[src/rtl/r5_pkg.sv]
package r5_pkg;
  typedef enum logic [2:0] {
    ST_IDLE   = 3'd0,
    ST_RD_DAT = 3'd1,
    ST_RD_PAR = 3'd2,
    ST_WR_DAT = 3'd3,
    ST_WR_PAR = 3'd4
  } step_t;
endpackage

[src/rtl/r5_rst_sync.sv]
module r5_rst_sync (
  input  logic clk,
  input  logic rst_n,
  output logic srst_n
);
  logic [1:0] sync_q;

  always_ff @(posedge clk or negedge rst_n) begin
    if (!rst_n) sync_q <= 2'b00;
    else        sync_q <= {sync_q[0], 1'b1};
  end

  assign srst_n = sync_q[1];
endmodule

[src/rtl/r5_stripe_map.sv]
module r5_stripe_map #(
  parameter int NUM_DISKS = 5,
  parameter int LBA_W     = 8,
  localparam int DISK_W   = $clog2(NUM_DISKS)
) (
  input  logic [LBA_W-1:0]  lba,
  output logic [LBA_W-1:0]  row,
  output logic [DISK_W-1:0] data_disk,
  output logic [DISK_W-1:0] par_disk
);
  localparam int UNITS = NUM_DISKS - 1;
  localparam logic [LBA_W-1:0]  UNITS_V = LBA_W'(UNITS);
  localparam logic [LBA_W-1:0]  NDISK_V = LBA_W'(NUM_DISKS);
  localparam logic [DISK_W-1:0] LAST_V  = DISK_W'(NUM_DISKS - 1);

  logic [DISK_W-1:0] unit_pos;
  logic [DISK_W-1:0] rot;

  always_comb begin
    row       = lba / UNITS_V;
    unit_pos  = DISK_W'(lba % UNITS_V);
    rot       = DISK_W'(row % NDISK_V);
    par_disk  = LAST_V - rot;
    data_disk = (unit_pos >= par_disk) ? unit_pos + DISK_W'(1) : unit_pos;
  end
endmodule

[src/rtl/r5_parity_acc.sv]
module r5_parity_acc #(
  parameter int DATA_W = 16
) (
  input  logic              clk,
  input  logic              rst_n,
  input  logic              load_en,
  input  logic [DATA_W-1:0] load_val,
  input  logic              fold_en,
  input  logic [DATA_W-1:0] fold_val,
  output logic [DATA_W-1:0] acc
);
  logic [DATA_W-1:0] acc_q, acc_d;
  logic              acc_en;

  always_comb begin
    acc_en = load_en | fold_en;
    acc_d  = load_en ? load_val : (acc_q ^ fold_val);
  end

  always_ff @(posedge clk or negedge rst_n) begin
    if (!rst_n)      acc_q <= '0;
    else if (acc_en) acc_q <= acc_d;
  end

  assign acc = acc_q;
endmodule

[src/rtl/r5_rmw_fsm.sv]
module r5_rmw_fsm
  import r5_pkg::*;
(
  input  logic  clk,
  input  logic  rst_n,
  input  logic  start,
  input  logic  ack,
  output step_t step,
  output logic  fold_en,
  output logic  done
);
  step_t step_q, step_d;
  logic  done_q, done_d;

  always_comb begin
    step_d = step_q;
    case (step_q)
      ST_IDLE:   if (start) step_d = ST_RD_DAT;
      ST_RD_DAT: if (ack)   step_d = ST_RD_PAR;
      ST_RD_PAR: if (ack)   step_d = ST_WR_DAT;
      ST_WR_DAT: if (ack)   step_d = ST_WR_PAR;
      ST_WR_PAR: if (ack)   step_d = ST_IDLE;
      default:              step_d = ST_IDLE;
    endcase
    done_d  = (step_q == ST_WR_PAR) && ack;
    fold_en = ack && ((step_q == ST_RD_DAT) || (step_q == ST_RD_PAR));
  end

  always_ff @(posedge clk or negedge rst_n) begin
    if (!rst_n) begin
      step_q <= ST_IDLE;
      done_q <= 1'b0;
    end else begin
      step_q <= step_d;
      done_q <= done_d;
    end
  end

  assign step = step_q;
  assign done = done_q;
endmodule

[src/rtl/r5_small_write.sv]
module r5_small_write
  import r5_pkg::*;
#(
  parameter int NUM_DISKS = 5,
  parameter int LBA_W     = 8,
  parameter int DATA_W    = 16,
  localparam int DISK_W   = $clog2(NUM_DISKS)
) (
  input  logic              clk,
  input  logic              rst_n,
  input  logic              wr_valid,
  output logic              wr_ready,
  input  logic [LBA_W-1:0]  wr_lba,
  input  logic [DATA_W-1:0] wr_data,
  output logic              dsk_req,
  output logic              dsk_we,
  output logic [DISK_W-1:0] dsk_idx,
  output logic [LBA_W-1:0]  dsk_row,
  output logic [DATA_W-1:0] dsk_wdata,
  input  logic              dsk_ack,
  input  logic [DATA_W-1:0] dsk_rdata,
  output logic              done
);
  logic              srst_n;
  logic              accept;
  logic              fold_en;
  step_t             step;
  logic [LBA_W-1:0]  map_row;
  logic [DISK_W-1:0] map_data, map_par;
  logic [LBA_W-1:0]  row_q;
  logic [DISK_W-1:0] ddisk_q, pdisk_q;
  logic [DATA_W-1:0] ndata_q;
  logic [DATA_W-1:0] acc;
  logic              ack_g;

  r5_rst_sync u_rst (
    .clk    (clk),
    .rst_n  (rst_n),
    .srst_n (srst_n)
  );

  r5_stripe_map #(.NUM_DISKS(NUM_DISKS), .LBA_W(LBA_W)) u_map (
    .lba       (wr_lba),
    .row       (map_row),
    .data_disk (map_data),
    .par_disk  (map_par)
  );

  assign wr_ready = (step == ST_IDLE);
  assign accept   = wr_valid && wr_ready;
  assign ack_g    = dsk_ack && (step != ST_IDLE);

  r5_rmw_fsm u_fsm (
    .clk     (clk),
    .rst_n   (srst_n),
    .start   (accept),
    .ack     (ack_g),
    .step    (step),
    .fold_en (fold_en),
    .done    (done)
  );

  r5_parity_acc #(.DATA_W(DATA_W)) u_acc (
    .clk      (clk),
    .rst_n    (srst_n),
    .load_en  (accept),
    .load_val (wr_data),
    .fold_en  (fold_en),
    .fold_val (dsk_rdata),
    .acc      (acc)
  );

  always_ff @(posedge clk or negedge srst_n) begin
    if (!srst_n) begin
      row_q   <= '0;
      ddisk_q <= '0;
      pdisk_q <= '0;
      ndata_q <= '0;
    end else if (accept) begin
      row_q   <= map_row;
      ddisk_q <= map_data;
      pdisk_q <= map_par;
      ndata_q <= wr_data;
    end
  end

  always_comb begin
    dsk_req   = (step != ST_IDLE);
    dsk_we    = (step == ST_WR_DAT) || (step == ST_WR_PAR);
    dsk_idx   = ((step == ST_RD_DAT) || (step == ST_WR_DAT)) ? ddisk_q : pdisk_q;
    dsk_row   = row_q;
    dsk_wdata = (step == ST_WR_DAT) ? ndata_q : acc;
  end
endmodule

[config.mk]
export PLATFORM = sky130hd
export DESIGN_NAME = r5_small_write
export DESIGN_NICKNAME = d
export VERILOG_FILES = /design/src/rtl/r5_pkg.sv /design/src/rtl/r5_rst_sync.sv /design/src/rtl/r5_stripe_map.sv /design/src/rtl/r5_parity_acc.sv /design/src/rtl/r5_rmw_fsm.sv /design/src/rtl/r5_small_write.sv
export SDC_FILE = /design/constraint.sdc
export NUM_CORES = 1
export LEC_CHECK = 0
export BUFFER_PORTS_ARGS = -buffer_cell sky130_fd_sc_hd__buf_2
export CORE_MARGIN = 2
export CORE_UTILIZATION = 40
export CTS_CLUSTER_DIAMETER = 60
export DETAILED_ROUTE_END_ITERATION = 12
export GPL_TIMING_DRIVEN = 1
export PLACE_DENSITY_LB_ADDON = 0.25
export SLEW_MARGIN = 20
export SYNTH_ARGS = -nofsm -noshare
export SYNTH_HDL_FRONTEND = slang
export SYNTH_SLANG_ARGS = --single-unit
[constraint.sdc]
create_clock -name clk -period 4 [get_ports clk]
set_input_delay 0.6 -clock clk [delete_from_list [all_inputs] [get_ports clk]]
set_output_delay 0.6 -clock clk [all_outputs]
set_load 0.05 [all_outputs]
* Yosys cells after proc, flatten, opt, wreduce, memory -nomap -nowiden
Index checks and enable logic that the tools add are counted.
** Cells by class
- Add/subtract/negate cells :: 2
- Divide/modulo/power cells :: 1
- Order comparisons :: 1
- Eq/ne operators :: 9
- Mux-type cells :: 10
- Bitwise operators :: 2
- Reductions and logical operators :: 10
** Operators by type and width (count)
- two-way mux 16 bit :: 2
- two-way mux 3 bit :: 7
- XOR 16 bit :: 1
- case mux 3 bit (5 select lines) :: 1
- != test 2 x 1 -> 1 bit, second input constant :: 5
- remainder unit 6 x 3 -> 8 bit, second input constant :: 1
- == test 3 x 2 -> 1 bit, second input constant :: 2
- AND reduction 5 bit :: 1
- logical AND 1 bit :: 4
- adder 2 x 1 -> 3 bit, second input constant :: 1
- == test 3 x 1 -> 1 bit, second input constant :: 1
- == test 3 bit, second input constant :: 1
- >= comparator 2 x 3 -> 1 bit :: 1
- logical NOT 3 bit :: 1
- logical OR 1 bit :: 3
- nonzero test 3 bit :: 1
- subtractor 3 bit, first input constant :: 1
- bitwise OR 1 bit :: 1
** Storage, ports and cells
- Register bits :: 50
- Output and inout port bits :: 31

* Logic depth before layout (Yosys ltp)
Gate-level depths: netlist of the first run.
- Word-level depth :: 4
- Gate-level depth with buffers :: 21

* Hierarchy
Synthesis of the first run repeated with hierarchy kept, for this count alone.
** Unflattened totals
- Cells, all modules :: 345
- Area total of the unflattened synthesis :: 3699.8 um^2
** Modules (own cells, without submodules)
- r5_small_write :: instances 1, cells each 91, area an instance 1421.4 um^2, seq. area each 750.7 um^2
- r5_stripe_map :: instances 1, cells each 145, area an instance 1038.5 um^2, seq. area each 0.0 um^2
- r5_parity_acc :: instances 1, cells each 88, area an instance 978.4 um^2, seq. area each 400.4 um^2
- r5_rmw_fsm :: instances 1, cells each 18, area an instance 207.7 um^2, seq. area each 100.1 um^2
- r5_rst_sync :: instances 1, cells each 3, area an instance 53.8 um^2, seq. area each 50.0 um^2

* Worst setup path after synthesis of the first run
No wires, ideal clock.
- Kind :: input-to-reg
- Start :: in wr_lba[6]
- End :: reg ddisk_q[0]
- Setup time :: 0.082 ns
- Arrival :: 4.351 ns
- Required time :: 3.918 ns
- Path slack :: -0.433 ns
- Stages :: 21
- Cell sequence :: buf_6 -> or3b_1 -> a21oi_1 -> a21oi_2 -> ha_1 -> and4bb_1 -> a211oi_1 -> a31oi_2 -> nand2_1 -> xnor2_1 -> ha_1 -> inv_1 -> o22ai_1 -> nand2_1 -> mux2i_1 -> xnor2_1 -> ha_1 -> a21oi_1 -> and4b_4 -> or3_1 -> a31oi_1
** On the way
- Longest elaborated chain between the ends :: 4
** Ends and longest elaborated chain
- start, declared :: RTL line r5_small_write.sv:13 : input logic [LBA_W-1:0] wr_lba,
- remainder unit 6 x 3 -> 8 bit :: RTL line r5_stripe_map.sv:22 : rot = DISK_W'(row % NDISK_V);
- subtractor 3 bit :: RTL line r5_stripe_map.sv:23 : par_disk = LAST_V - rot;
- >= comparator 2 x 3 -> 1 bit :: RTL line r5_stripe_map.sv:24 : data_disk = (unit_pos >= par_disk) ? unit_pos + DISK_W'(1) : unit_pos;
- two-way mux 3 bit :: RTL line r5_stripe_map.sv:24
- end signal, assigned :: RTL line r5_small_write.sv:81 : ddisk_q <= map_data;
- end, declared :: RTL line r5_small_write.sv:31 : logic [DISK_W-1:0] ddisk_q, pdisk_q;
No other way between the ends.
A chain may end at the register's enable or synchronous reset.

* Worst setup path after layout of the first run
- Start :: in wr_lba[5]
- End :: reg ddisk_q[0]
Same word-level chain as after synthesis.

==> results by group, run 1 <==
STA
  – Final Skew: 12.5 ps
  – Final Hold Fails: 0
  – Fin crit share: 101%
  – Worst setup margin: -35.3 ps
  – Unrepaired setup endpoints after global routing: yes
  – Fin crit period: 4040 ps
  – Pins Over Slew Limit: 0
  – Fmax: 248 MHz
  – Worst-Margin Slew: slightly above 900 ps
  – Finish-stage setup viols: 1
  – Slew Limit Headroom: 38.1%
  – Fin Hold WS: 60.8 ps

Flow run
  – Max_cap viols: 0

Layout
  – # diodes: 0
  – Register area: 1250 µm²
  – Fillers: 709
  – Layout cells sized above 1: 33.5%
  – Area of the multi-input gates: 1620 µm²
  – Finished Layout Cells: 511
  – Area Overhead vs Synth: 22.8%
  – Layout Nets: 462

Placement
  – Gpl congestion: 0.827
  – Dpl cells: 501
  – PortBufs: 72
  – Dpl ws: -363 ps
  – Post-DP HPWL: 4.61 mm

Yosys
  – Mux cell area share after synthesis: 9.73%
  – #FFs+latches synth: 50
  – Ys async rst share: 100%
  – Synth Area in Compound Gates: 14.8%
  – Post-Synth XOR/XNOR Area: under 10%
  – Seq/Total Area, Yosys: 42.3%
  – Ys Warns: 0
  – Primary FF master, synth: dfrtp_1
  – Largest family of logic cells by synthesized area: simple AND/OR/NAND/NOR gates
  – Synth unique cells: 47
  – Synth Area in Simple Gates: 23.3%
  – Synth Instances: 331
  – Post-Synth Adder-Cell Area: 2.96%
  – Number of synthesized flops with an enable pin: 0
  – Syn Area/Cell: 8.94 µm²
  – Cell area after synthesis: 2960 µm²

Clocking
  – Clock root cell: clkbuf_8
  – Reg clk slew, reported paths: 90 ps
  – Clock latency on the worst-skew pair: 310 ps
  – CTS tree: yes
  – Num CTS Buffers: 5
  – H-tree level count: 2
  – Sinks on Clock Net: 50
  – Max Root-Sink Buffers: 2
  – Hold-fix buffers, CTS: 0

Floorplanning
  – Die Width: 90.0 µm
  – Core Area: 7210 µm²
  – Core Rows: 31
  – Num ports: 75
  – Die area: ~8100 µm²
  – Starting Density: approximately two fifths
  – Die height: about 90 µm

Critical path
  – CP Depth: 21
  – R2r endpoint: u_acc.acc[2]$_DFFE_PN0P_
  – CP most frequent cell: a21oi_2
  – CP Capture Type: flip-flop
  – Worst path top cell family by delay: simple AND/OR/NAND/NOR gates
  – Critical path type: in -> reg
  – Slowest stage cell on the critical path: or3b_1
  – Number of buffers and inverters on the critical path: 2
  – Critical path's largest stage delay: roughly 380 ps
  – Critical path launch point type: primary input
  – FF-to-FF Start: u_fsm.step[1]$_DFFE_PN0P_
  – Reg2Reg Depth: 5
  – Critical Path AT: 4260 ps
  – Register-to-register path setup slack: 1480 ps
  – Critical path required time: between 4000 and 5000 ps
  – CP Cell Sequence: buf_2 > or3b_1 > a21oi_2 > a21oi_2 > ha_2 > and4bb_1 > a211oi_1 > a31oi_2 > nand2_1 > xnor2_2 > ha_2 > inv_1 > o22ai_2 > nand2_2 > mux2i_1 > xnor2_1 > ha_1 > a21oi_2 > and4b_4 > or3_1 > a31oi_1
  – Critical Path Fanout Max: 5

Global routing
  – Number of global-route vias before repair: 2373
  – Initial antenna violation count: 0
  – First-pass GRT wire length: 10.9 mm
  – GR Util All Layers: 16.3%
  – Largest net degree at the start of global routing: 65
  – GRT overflow: 0

Drt
  – Via count: 2567
  – Wl on met1: 3.07 mm
  – TritonRoute pass-1 iters: 4
  – DR vias/cell: between 5 and 6
  – Antenna-violating nets left: 0
  – Number of remaining DRC errors: 0
  – Final wirelength: 6.39 mm
  – Routed wire length on met2: 3.05 mm
  – DR top layer: met4
  – Per-cell routed wire length: between 10 and 15 µm
  – Starting DRT DRC Count: between 100 and 150
  – Met3 WL: 207 µm

Run status
  – Status: finished with violations
  – Failing checks: negative setup slack

Pwr
  – Peak supply drop: 0.386 mV
  – Lkg Pwr: 1.82 nW
  – Power Dens Cells: 832 nW/µm²

Worst hold path
  – Hold Path Class: in -> async
-- worst max-delay path by stage --
stage,start,to,slack [ps]
3_3_place_gp,wr_lba[5],ddisk_q[0]$_DFFE_PN0P_,-250
5_1_grt,wr_lba[5],ddisk_q[0]$_DFFE_PN0P_,-260
6_report,wr_lba[5],ddisk_q[0]$_DFFE_PN0P_,-40
2_1_floorplan,wr_lba[6],ddisk_q[0]$_DFFE_PN0P_,-300
3_5_place_dp,wr_lba[5],ddisk_q[0]$_DFFE_PN0P_,-360
4_1_cts,wr_lba[5],ddisk_q[0]$_DFFE_PN0P_,3
-- cell type report --
class                   count  area share, %
inverters                   9          0.930
well taps                  99           3.41
flip-flops and latches     50           34.6
repair buffers             92           14.1
clock buffers               6           2.00
clock inverters             2          0.379
multi-input cells         253           44.7
-- layer usage --
metal	global-route usage, %	up-vias
met2	27.3	49
met4	4.36	0
met3	3.02	7
li1	-	1299
met5	0	-
met1	21.8	1212
-- what timing repair did --
item                                    in CTS  in global routing
endpoints found under the hold margin        0                  0
endpoints found under the setup margin       1                  3
resized for setup                            0                  2
pin swaps                                    2                  3
buffers inserted                             1                  1
-- sequential cells by signal, indices dropped and copies added (netlist names) --
name / cells
u_acc.acc: 16
pdisk_q: 3
u_fsm.step: 3
u_rst.sync_q: 2
ndata_q: 16
u_fsm.done: 1
ddisk_q: 3
dsk_row: 6
-- cells by family after synthesis --
logic type      count (synthesis)
fa+ha+maj                       7
simple gates                  137
mux                            26
xor+xnor                        7
buf+inv                        29
other cells                     2
flops                          50
compound gates                 73
-- synthesized netlist by cell type (all sizes together) (2+ instances only) --
library cell	count	area [µm²]
clkbuf	13	48.8
nand2b	12	75.1
mux2i	4	40.0
a22o	7	61.3
or3b	2	17.5
nand3b	10	75.1
nor3	3	31.3
and3	2	12.5
a21boi	2	15.0
and4bb	2	25.0
a21oi	24	124
a211o	2	17.5
a31oi	4	31.3
nor2b	3	21.3
xnor2	6	52.6
o21ai	28	140
inv	9	33.8
mux2	22	248
nor2	6	22.5
or2	2	12.5
buf	7	52.6
a211oi	2	15.0
dfrtp	50	1250
nand2	78	293
nor3b	2	15.0
ha	7	87.6
nand3	10	50.1
conb	2	7.51
-- metrics by stage --
| step | utilization, % | setup TNS, ps | total power [mW] | instance area [µm²] |
|---|---|---|---|---|
| after detailed placement | 48.7 | -879 | 2.73 | 3510 |
| after CTS | 50.0 | 0 | 3.04 | 3610 |
| final | 50.3 | -35.3 | 3.02 | 3630 |
| after global placement | 48.7 | -509 | 2.71 | 3510 |
| after floorplan | - | -593 | 2.33 | 2990 |
| after global routing | 50.3 | -557 | 3.24 | 3630 |
-- placed cells by master, fill, tap and decap left out, types with 2 or more instances in the layout --
master and count:
or3b_1 2, nand2b_1 12, a21oi_2 3, nand2_1 76
buf_2 72, nor2_1 5, nand3b_1 10, a31oi_1 3
nor3b_1 2, mux2_2 22, buf_4 20, and3_1 2
xnor2_1 4, a21boi_0 2, o21ai_0 26, ha_1 5
dfrtp_1 49, clkbuf_8 5, nor2b_1 2, and4bb_1 2
a21oi_1 21, inv_1 9, o21ai_1 2, a211o_1 2
nand3_1 10, a22o_1 7, ha_2 2, xnor2_2 2
mux2i_1 4, a211oi_1 2, conb_1 3
-- power by group --
| part | switching (mW) | total (mW) | internal [mW] |
|---|---|---|---|
| sequential | 0.151 | 0.888 | 0.737 |
| clock | 0.172 | 0.296 | 0.124 |
| combinational | 1.24 | 1.84 | 0.597 |
| total | 1.56 | 3.02 | 1.46 |
(Power assumes the default switching activity.)
==> run 2: changes to the inputs <==
- CTS_BUF_LIST: default -> sky130_fd_sc_hd__clkbuf_8
- CTS_CLUSTER_SIZE: default -> 40
==> results by group, run 2 (synthesized netlist as in run 1, its figures left out) <==
Layout
  – Area Overhead vs Synth: 22.8% (unchanged)
  – # diodes: 0 (unchanged)
  – Most frequent cells in the layout: nand2_1 (76), buf_2 (72), dfrtp_1 (49) (unchanged)
  – Layout Nets: 462 (unchanged)
  – Fillers: 709 (unchanged)
  – Commonest non-fill, non-tap cell in the layout: nand2_1 (unchanged)
  – Layout cells sized above 1: 33.5% (unchanged)
  – Post-route cell area: 3630 µm² (unchanged)
  – Finished Layout Cells: 511 (unchanged)

Clocking
  – Num CTS Buffers: 5 (unchanged)
  – Reg clk slew, reported paths: 90 ps (about the same)
  – H-tree level count: 2 (unchanged)
  – Clock latency on the worst-skew pair: 310 ps (about the same)
  – Sinks on Clock Net: 50 (unchanged)
  – CTS tree: yes (unchanged)
  – Hold-fix buffers, CTS: 0 (unchanged)
  – Max Root-Sink Buffers: 2 (unchanged)
  – Clock root cell: clkbuf_8 (unchanged)

STA
  – Final Skew: 12.9 ps (was 12.5 ps)
  – Slew Limit Headroom: 38.1% (about the same)
  – Final Hold Fails: 0 (unchanged)
  – Fin Hold WS: 60.8 ps (unchanged)
  – Fin crit share: 101% (unchanged)
  – Pins Over Slew Limit: 0 (unchanged)
  – Fin crit period: 4040 ps (unchanged)
  – Worst-Margin Slew: 926 ps (about the same)
  – Worst setup margin: -35.3 ps (unchanged)
  – Fmax: 248 MHz (unchanged)
  – Finish-stage setup viols: 1 (unchanged)
  – Unrepaired setup endpoints after global routing: yes (unchanged)

Drt
  – Final wirelength: 6.39 mm (unchanged)
  – TritonRoute pass-1 iters: 4 (unchanged)
  – DR vias/cell: 5.02 (unchanged)
  – Per-cell routed wire length: 12.5 µm (unchanged)
  – Starting DRT DRC Count: 116 (was 118)
  – Number of remaining DRC errors: 0 (unchanged)
  – Via count: 2567 (unchanged)
  – Antenna-violating nets left: 0 (unchanged)

Critical path
  – CP Capture Type: flip-flop (unchanged)
  – Critical path launch point type: primary input (unchanged)
  – Slowest stage cell on the critical path: or3b_1 (unchanged)
  – Critical path startpoint: wr_lba[5] (unchanged)
  – CP Cell Sequence: buf_2 > or3b_1 > a21oi_2 > a21oi_2 > ha_2 > and4bb_1 > a211oi_1 > a31oi_2 > nand2_1 > xnor2_2 > ha_2 > inv_1 > o22ai_2 > nand2_2 > mux2i_1 > xnor2_1 > ha_1 > a21oi_2 > and4b_4 > or3_1 > a31oi_1 (unchanged)
  – FF-to-FF Start: u_fsm.step[1]$_DFFE_PN0P_ (unchanged)
  – Reg2Reg Depth: 5 (unchanged)
  – Critical Path Fanout Max: 5 (unchanged)
  – Critical path type: in -> reg (unchanged)
  – CP most frequent cell: a21oi_2 (unchanged)
  – Critical path required time: 4230 ps (about the same)
  – Register-to-register path setup slack: 1480 ps (about the same)
  – Setup crit end: ddisk_q[0]$_DFFE_PN0P_ (unchanged)
  – Critical path's largest stage delay: 380 ps (about the same)
  – R2r endpoint: u_acc.acc[2]$_DFFE_PN0P_ (unchanged)
  – Critical Path AT: 4260 ps (about the same)

Floorplanning
  – Num ports: 75 (unchanged)
  – Core Area: 7210 µm² (unchanged)
  – Core Rows: 31 (unchanged)
  – Die Width: 90.0 µm (unchanged)
  – Die area: 8100 µm² (unchanged)
  – Die height: 90.0 µm (unchanged)
  – Starting Density: 41.0% (unchanged)

Pwr
  – Lkg Pwr: 1.82 nW (about the same)
  – Peak supply drop: 0.386 mV (about the same)
  – Power Dens Cells: 831 nW/µm² (was 832 nW/µm²)
  – Design Power: 3.02 mW (about the same)

Placement
  – PortBufs: 72 (unchanged)
  – Dpl ws: -363 ps (unchanged)
  – Dpl cells: 501 (unchanged)
  – Post-DP HPWL: 4.61 mm (unchanged)
  – Post-Place Cell Area: 3510 µm² (unchanged)
  – Gpl congestion: 0.827 (unchanged)

Worst hold path
  – Hold Path Class: in -> async (unchanged)

Global routing
  – GR Util All Layers: 16.3% (unchanged)
  – Initial antenna violation count: 0 (unchanged)
  – GRT overflow: 0 (unchanged)
  – Largest net degree at the start of global routing: 65 (unchanged)
  – Number of global-route vias before repair: 2373 (unchanged)
  – First-pass GRT wire length: 10.9 mm (unchanged)

Run status
  – Failing checks: negative setup slack (unchanged)
  – Status: finished with violations (unchanged)

Flow run
  – Max_cap viols: 0 (unchanged)
==> run 2: changes by cell type in the layout (fill, tap and decap cells not counted), sizes merged <==
cell	change
clkbuf	-1
inv	+1
==> run 2: layout make-up <==
type,count,area [µm²],area share (%)
multi-input combinational,253,1620,44.7
sequential,50,1250,34.6
timing repair buffer,92,510,14.1
tap,99,124,3.41
clock buffer,5,68.8,1.90
inverter,9,33.8,0.930
clock inverter,3,17.5,0.482
==> run 2: worst min path at each step <==
stage	depth (start not counted)	slack, ps	endpoint	from
after floorplan	0	300	u_rst.sync_q[0]$_DFF_PN0_	rst_n
after global placement	0	340	u_rst.sync_q[1]$_DFF_PN0_	u_rst.sync_q[0]$_DFF_PN0_
after detailed placement	0	360	u_rst.sync_q[1]$_DFF_PN0_	u_rst.sync_q[0]$_DFF_PN0_
after CTS	1	50	u_rst.sync_q[0]$_DFF_PN0_	rst_n
after global routing	1	40	u_rst.sync_q[1]$_DFF_PN0_	rst_n
final	1	60	u_rst.sync_q[0]$_DFF_PN0_	rst_n
==> run 2: per-layer routing <==
metal | up-vias | global-route usage, % | share of wire [%] | wire length, µm
met5 | - | 0 | 0 | 0
met4 | 0 | 4.36 | 1.0 | 65
met3 | 7 | 3.02 | 3.2 | 207
met2 | 49 | 27.3 | 48 | 3050
met1 | 1212 | 21.8 | 48 | 3070
li1 | 1299 | - | - | -
==> run 2: per-stage QoR <==
stage / util, % / setup TNS (ps)
after floorplan: - / -593
after global placement: 48.7 / -509
after detailed placement: 48.7 / -879
after CTS: 50.0 / 0
after global routing: 50.3 / -557
final: 50.3 / -35.3
==> run 2: worst max-delay path: cells and delay by family <==
kind / cells / cell delay, ps
AND/OR/NAND/NOR: 6 / 1370
AO/OA/AOI/OAI: 7 / 860
adder cells (fa/ha/maj): 3 / 690
XOR/XNOR: 2 / 440
buffers and inverters: 2 / 160
multiplexers: 1 / 140
==> run 2: timing repair <==
action | in CTS | in global routing
setup buffers | 1 | 1
pin swaps | 2 | 3
resized for setup | 0 | 2
setup endpoints to repair | 1 | 3
==> run 2: where the power goes <==
group	leakage, nW	internal, mW	switching, mW
clock	0.0493	0.121	0.172
sequential	0.608	0.737	0.151
combinational	1.17	0.597	1.24
